--- config.mk ---
export PLATFORM = sky130hd
export DESIGN_NAME = memfill_top
export DESIGN_NICKNAME = d
export VERILOG_FILES = /design/src/rtl/memfill_pkg.sv /design/src/rtl/memfill_seq.sv /design/src/rtl/memfill_array.sv /design/src/rtl/memfill_top.sv
export SDC_FILE = /design/constraint.sdc
export NUM_CORES = 2
export LEC_CHECK = 0
export CAP_MARGIN = 0
export CORE_UTILIZATION = 45
export DETAILED_ROUTE_END_ITERATION = 8
export DONT_BUFFER_PORTS = 1
export PLACE_DENSITY = 0.66
export SLEW_MARGIN = 30
export SYNTH_ARGS = -nofsm -noshare
export SYNTH_HDL_FRONTEND = slang
export SYNTH_SLANG_ARGS = --single-unit
--- constraint.sdc ---
create_clock -name clk -period 7.6 [get_ports clk]
set_input_delay 0.76 -clock clk [delete_from_list [all_inputs] [get_ports clk]]
set_output_delay 0.76 -clock clk [all_outputs]
set_load 0.1 [all_outputs]
--- src/rtl/memfill_pkg.sv ---
package memfill_pkg;
    typedef enum logic [0:0] {
        ST_FILL  = 1'b0,
        ST_READY = 1'b1
    } fill_state_t;
endpackage

--- src/rtl/memfill_seq.sv ---
module memfill_seq
    import memfill_pkg::*;
#(
    parameter int DEPTH = 128
) (
    input  logic                     clk,
    input  logic                     rst_n,
    output logic                     fill_we,
    output logic [$clog2(DEPTH)-1:0] fill_addr,
    output logic                     ready
);
    localparam int ADDR_W = $clog2(DEPTH);
    localparam logic [ADDR_W-1:0] LAST = ADDR_W'(DEPTH - 1);

    fill_state_t       state_q;
    logic [ADDR_W-1:0] cnt_q;

    // state register and index counter
    always_ff @(posedge clk or negedge rst_n) begin
        if (!rst_n) begin
            state_q <= ST_FILL;
            cnt_q   <= '0;
        end else begin
            unique case (state_q)
                ST_FILL: begin
                    if (cnt_q == LAST) begin
                        state_q <= ST_READY;   // fill_complete
                        cnt_q   <= '0;
                    end else begin
                        cnt_q <= cnt_q + 1'b1;
                    end
                end
                ST_READY: begin
                    cnt_q <= '0;
                end
                default: begin
                    state_q <= ST_FILL;
                    cnt_q   <= '0;
                end
            endcase
        end
    end

    // outputs
    always_comb begin
        fill_we   = 1'b0;
        ready     = 1'b0;
        fill_addr = cnt_q;
        unique case (state_q)
            ST_FILL:  fill_we = 1'b1;
            ST_READY: ready   = 1'b1;
            default: ;
        endcase
    end

    assert_ready_sticky_R4: assert property (@(posedge clk) disable iff (!rst_n)
        ready |=> ready);
    assert_counter_step_R3: assert property (@(posedge clk) disable iff (!rst_n)
        (state_q == ST_FILL && cnt_q != LAST) |=> (cnt_q == $past(cnt_q) + 1'b1));
    assert_counter_parked_R3: assert property (@(posedge clk) disable iff (!rst_n)
        (state_q == ST_READY) |-> (cnt_q == '0));
    assert_last_to_ready_R3: assert property (@(posedge clk) disable iff (!rst_n)
        (state_q == ST_FILL && cnt_q == LAST) |=> ready);
endmodule

--- src/rtl/memfill_array.sv ---
module memfill_array #(
    parameter int DEPTH  = 128,
    parameter int DATA_W = 32
) (
    input  logic                     clk,
    input  logic                     rst_n,
    input  logic                     we,
    input  logic [$clog2(DEPTH)-1:0] waddr,
    input  logic [DATA_W-1:0]        wdata,
    input  logic                     rd_ok,
    input  logic [$clog2(DEPTH)-1:0] raddr,
    output logic [DATA_W-1:0]        rdata
);
    logic [DATA_W-1:0] mem [DEPTH];

    always_ff @(posedge clk) begin
        if (we) mem[waddr] <= wdata;
    end

    // registered read; old word on a same-address collision
    always_ff @(posedge clk or negedge rst_n) begin
        if (!rst_n)     rdata <= '0;
        else if (rd_ok) rdata <= mem[raddr];
        else            rdata <= '0;
    end

    assert_rdata_zero_R6: assert property (@(posedge clk) disable iff (!rst_n)
        !rd_ok |=> (rdata == '0));
endmodule

--- src/rtl/memfill_top.sv ---
module memfill_top #(
    parameter int                       DEPTH     = 128,
    parameter int                       DATA_W    = 32,
    parameter logic [DATA_W-1:0]        FILL_WORD = '0
) (
    input  logic                      clk,
    input  logic                      rst_n,
    input  logic                      wr_en,
    input  logic [$clog2(DEPTH)-1:0]  wr_addr,
    input  logic [DATA_W-1:0]         wr_data,
    input  logic [$clog2(DEPTH)-1:0]  rd_addr,
    output logic [DATA_W-1:0]         rd_data,
    output logic                      ready
);
    localparam int ADDR_W = $clog2(DEPTH);
    localparam int CYC_W  = $clog2(DEPTH + 1);

    logic              fill_we;
    logic [ADDR_W-1:0] fill_addr;
    logic              mem_we;
    logic [ADDR_W-1:0] mem_waddr;
    logic [DATA_W-1:0] mem_wdata;

    memfill_seq #(.DEPTH(DEPTH)) u_seq (
        .clk       (clk),
        .rst_n     (rst_n),
        .fill_we   (fill_we),
        .fill_addr (fill_addr),
        .ready     (ready)
    );

    // write-port steering: the sequencer owns the port until ready
    always_comb begin
        if (fill_we) begin
            mem_we    = 1'b1;
            mem_waddr = fill_addr;
            mem_wdata = FILL_WORD;
        end else begin
            mem_we    = wr_en & ready;
            mem_waddr = wr_addr;
            mem_wdata = wr_data;
        end
    end

    memfill_array #(.DEPTH(DEPTH), .DATA_W(DATA_W)) u_array (
        .clk   (clk),
        .rst_n (rst_n),
        .we    (mem_we),
        .waddr (mem_waddr),
        .wdata (mem_wdata),
        .rd_ok (ready),
        .raddr (rd_addr),
        .rdata (rd_data)
    );

    // cycle counter since reset release, used only by the timing check
    logic [CYC_W-1:0] cyc_q;
    always_ff @(posedge clk or negedge rst_n) begin
        if (!rst_n)                    cyc_q <= '0;
        else if (cyc_q != CYC_W'(DEPTH)) cyc_q <= cyc_q + 1'b1;
    end

    assert_ready_timing_R3: assert property (@(posedge clk) disable iff (!rst_n)
        (cyc_q == CYC_W'(DEPTH)) == ready);
    assert_early_write_blocked_R5: assert property (@(posedge clk) disable iff (!rst_n)
        (!ready && wr_en) |-> (mem_wdata == FILL_WORD));
    assert_read_zero_before_ready_R6: assert property (@(posedge clk) disable iff (!rst_n)
        !ready |=> (rd_data == '0));
endmodule

==> impl_results.md <==
- Root buffer cell: clkbuf_16
- IO Pins: 82
- Die width: 594 µm
- Arrival time worst endpoint: ~7 ns
- Slew Limit Fails: 0
- Largest net degree at the start of global routing: around 140
- Drt drc: 0
- # rows: 216
- Worst path cell trace: buf_16 > buf_16 > buf_16 > buf_16 > buf_16 > buf_16 > buf_16 > buf_16 > mux4_2 > nand3b_1 > nand4_1 > or3_1 > o31a_1
- Cells after synthesis: approximately 7,600
- Synthesized area: 0.158 mm²
- CP Class: primary input to flop
- Area grow syn2layout: 14.3%
- PostCTS Resize Cnt: 0
- CP max-delay cell: buf_16
- Critical Path End Type: flop
- Commonest cells post-synth: 4,096 x edfxtp_1, 777 x mux2i_1, 632 x mux4_2, 570 x a22oi_1, 291 x nand2_1
- Crit path depth: 13
- Synth top area share: 78.1%
- FF-to-FF path depth: 4
- CTS Buffer Depth: 4
- Top-count cell post-synth: edfxtp_1
- Hold Vio Cnt, Final: 0
- Fin crit share: just over 80%
- Die H: between 500 and 600 µm
- CP delay by family, top: buffers and inverters
- Total GRT Usage: 27.3%
- Static leakage power: around 48 nW
- Post-synth EDFFs: 4,096
- Most common cell type on the critical path: buf_16
- Slew @ Worst Pin: between 1 and 1.5 ns
- Gpl congestion: roughly 0.9
- Slew headroom: 28.3%
- Post-synthesis register bit count: slightly above 4,000
- Synth area leaders: edfxtp_1 78%, mux4_2 9.0%, mux2i_1 4.9%, a22oi_1 2.7%, nand3_1 0.75%
- Top cell type by total area after synthesis: edfxtp_1
- Num CTS Buffers: between 300 and 400
- Post-DP HPWL: 283,000 µm
- Number of global-route vias before repair: roughly 81,000
- WHS Path Cells: 1
- Initial antenna violation count: 59
- Die area: approximately 0.35 mm²
- Peak supply drop: roughly 0.00021 V
- Slowest stage delay, CP: 0.72 ns
- Worst skew pair latency: 1.00 ns
- Post-route cell area: roughly 0.18 mm²
- Syn. warnings: 0
- Post-Route WL: approximately 490,000 µm
- Routed wire length per instance: approximately 38 µm
- Routed via count: about 84,000
- Power Density: ~250 mW/mm²
- PortBufs: 0
- Clock Sinks: a little over 4,000
- Post-DRT Antenna Nets: 0
- Syn Area/Cell: around 21 µm²
- Post-DP Area: about 0.17 mm²
- Post-synth ARST share: less than 1%
- Initial Utilization: between 40% and 50%
- Hold crit path type: primary input to flop
- Final nets: between 7,000 and 8,000
- First-pass GRT wire length: roughly 670,000 µm
- Clock transition at the registers of the reported paths: 0.06 ns
- Remaining global-route overflow: 0
- RSZ-0062 raised after global routing: no
- Critical path buffer and inverter count: 8
- Distinct cells, synth: between 40 and 50
- Pre-Repair DR Iteration Count: 5
- CTS tree: yes
- Syn nets: 7,610
- Tmin final: slightly above 6 ns
- CP Max Fanout: about 140
- Core ar.: around 0.35 mm²
- Vias per cell: between 6 and 7
- Endpoints failing setup: 0
- Outcome: finished, final reports clean
- Post-synth top flop: edfxtp_1
- Required @ worst endpoint: approximately 8.5 ns
- Register area share after synthesis: 78.7%
- Critical Path Source Type: primary input
- Layout Utilization: around half
- Max_cap viols: 0
- 1st-iter DRT viols: roughly 14,000
- Setup bufs post-CTS: 0
- Worst Skew: 0.0942 ns
- H-Tree Depth: 5
- Share of post-route cells with drive strength above 1: between 20% and 30%
- Max Clk Rate: approximately 160 MHz
==> final cells by class <==
| class | count | area, µm² |
|---|---|---|
| flip-flops and latches | 4136 | 124000 |
| clock inverters | 225 | 2420 |
| diodes | 93 | 233 |
| clock buffers | 516 | 10800 |
| well taps | 4578 | 5730 |
| inverters | 10 | 37.5 |
| multi-input cells | 2994 | 32700 |
| fillers | 26500 | 167000 |
| repair buffers | 351 | 4110 |
==> state kept, by name (all words and copies together), names as in the netlist <==
| register | flops |
|---|---|
| u_array.mem | 4096 |
| u_array.rdata | 32 |
| u_seq.fill_addr | 7 |
| u_seq.state_q | 1 |
==> metrics by stage <==
stage          setup WS [ns]  hold slack [ns]  TNS, ns  std cells  total power [mW]
6_report                1.45            0.226        0      12900              45.9
5_1_grt                 1.09            0.197        0      12900              46.8
4_1_cts                 1.45            0.190        0      12800              45.9
3_5_place_dp           0.491            0.481        0      12100              26.3
3_3_place_gp          -0.373            0.480    -4.73      12000              26.3
2_1_floorplan           3.48            0.464        0       7560              25.8
==> layer usage <==
metal	part of all wire [%]	track usage (%)
met4	5.8	14.5
met1	35	35.6
met5	0.039	0
met2	45	41.0
met3	14	8.91
==> layout by cell type, fill, tap and decap left out, drive strengths merged, types with 2 or more instances in the layout <==
cell type,Yosys,routed
edfxtp,4096,4096
mux2i,777,777
mux4,632,632
a22oi,570,570
clkbuf,167,516
buf,253,350
nand2,291,291
nand3,236,236
clkinv,0,156
nor2,151,151
nand4,99,99
diode,0,93
and2,45,45
dfrtp,40,40
bufinv,0,39
a21oi,23,23
clkinvlp,0,21
inv,10,19
or4,17,17
o31a,16,16
nor2b,16,16
and3,15,15
nor3,15,15
a31oi,13,13
nor4,12,12
o32ai,11,11
mux2,9,9
nand2b,8,8
o41a,8,8
or3,7,7
xnor2,5,5
nand3b,3,3
o22ai,3,3
nand4b,2,2
a222oi,2,2
o211ai,2,2
==> cells by family after synthesis <==
group                      Yosys count  synth area share (%)
xor gates and xnor gates             5                0.0278
adders and majority gates            1               0.00794
and+or+nand+nor                    919                  2.77
AOI/OAI and AO/OA                  651                  3.10
muxes                             1418                  14.0
buffers and inverters              430                  1.34
DFF                               4136                  78.7
==> worst reg2reg max path: cells and delay by family (launching register included) <==
family                 cells  cell delay [ns]
buffers and inverters      1             0.66
DFF                        1             0.87
muxes                      1             0.72
and+or+nand+nor            2             2.12
==> report_power, final <==
group	internal, mW	leakage, nW	switching [mW]
Combinational	0.363	12.6	0.796
Sequential	24.7	28.9	0
Clock	11.4	6.40	8.65
Total	36.4	47.8	9.45
==> worst paths after layout <==
check | from | to | slack [ns]
min in group asynchronous | rst_n | u_array.rdata[25]$_DFF_PN0_ | 0.52
hold / removal | wr_data[6] | u_array.mem[85][6]$_DFFE_PP_ | 0.23
max in group asynchronous | rst_n | u_array.rdata[2]$_DFF_PN0_ | 6.64
setup / recovery | rd_addr[1] | u_array.rdata[30]$_DFF_PN0_ | 1.45
setup reg to reg | u_seq.state_q$_DFF_PN0_ | u_array.mem[117][2]$_DFFE_PP_ | 2.82
hold reg to reg | u_seq.fill_addr[0]$_DFF_PN0_ | u_seq.fill_addr[0]$_DFF_PN0_ | 0.55
==> what timing repair did <==
item                                   in CTS  in global routing
hold buffers                                2                  0
endpoints found under the hold margin      40                  0
setup endpoints to repair                   0                  0
(Power assumes the default switching activity.)
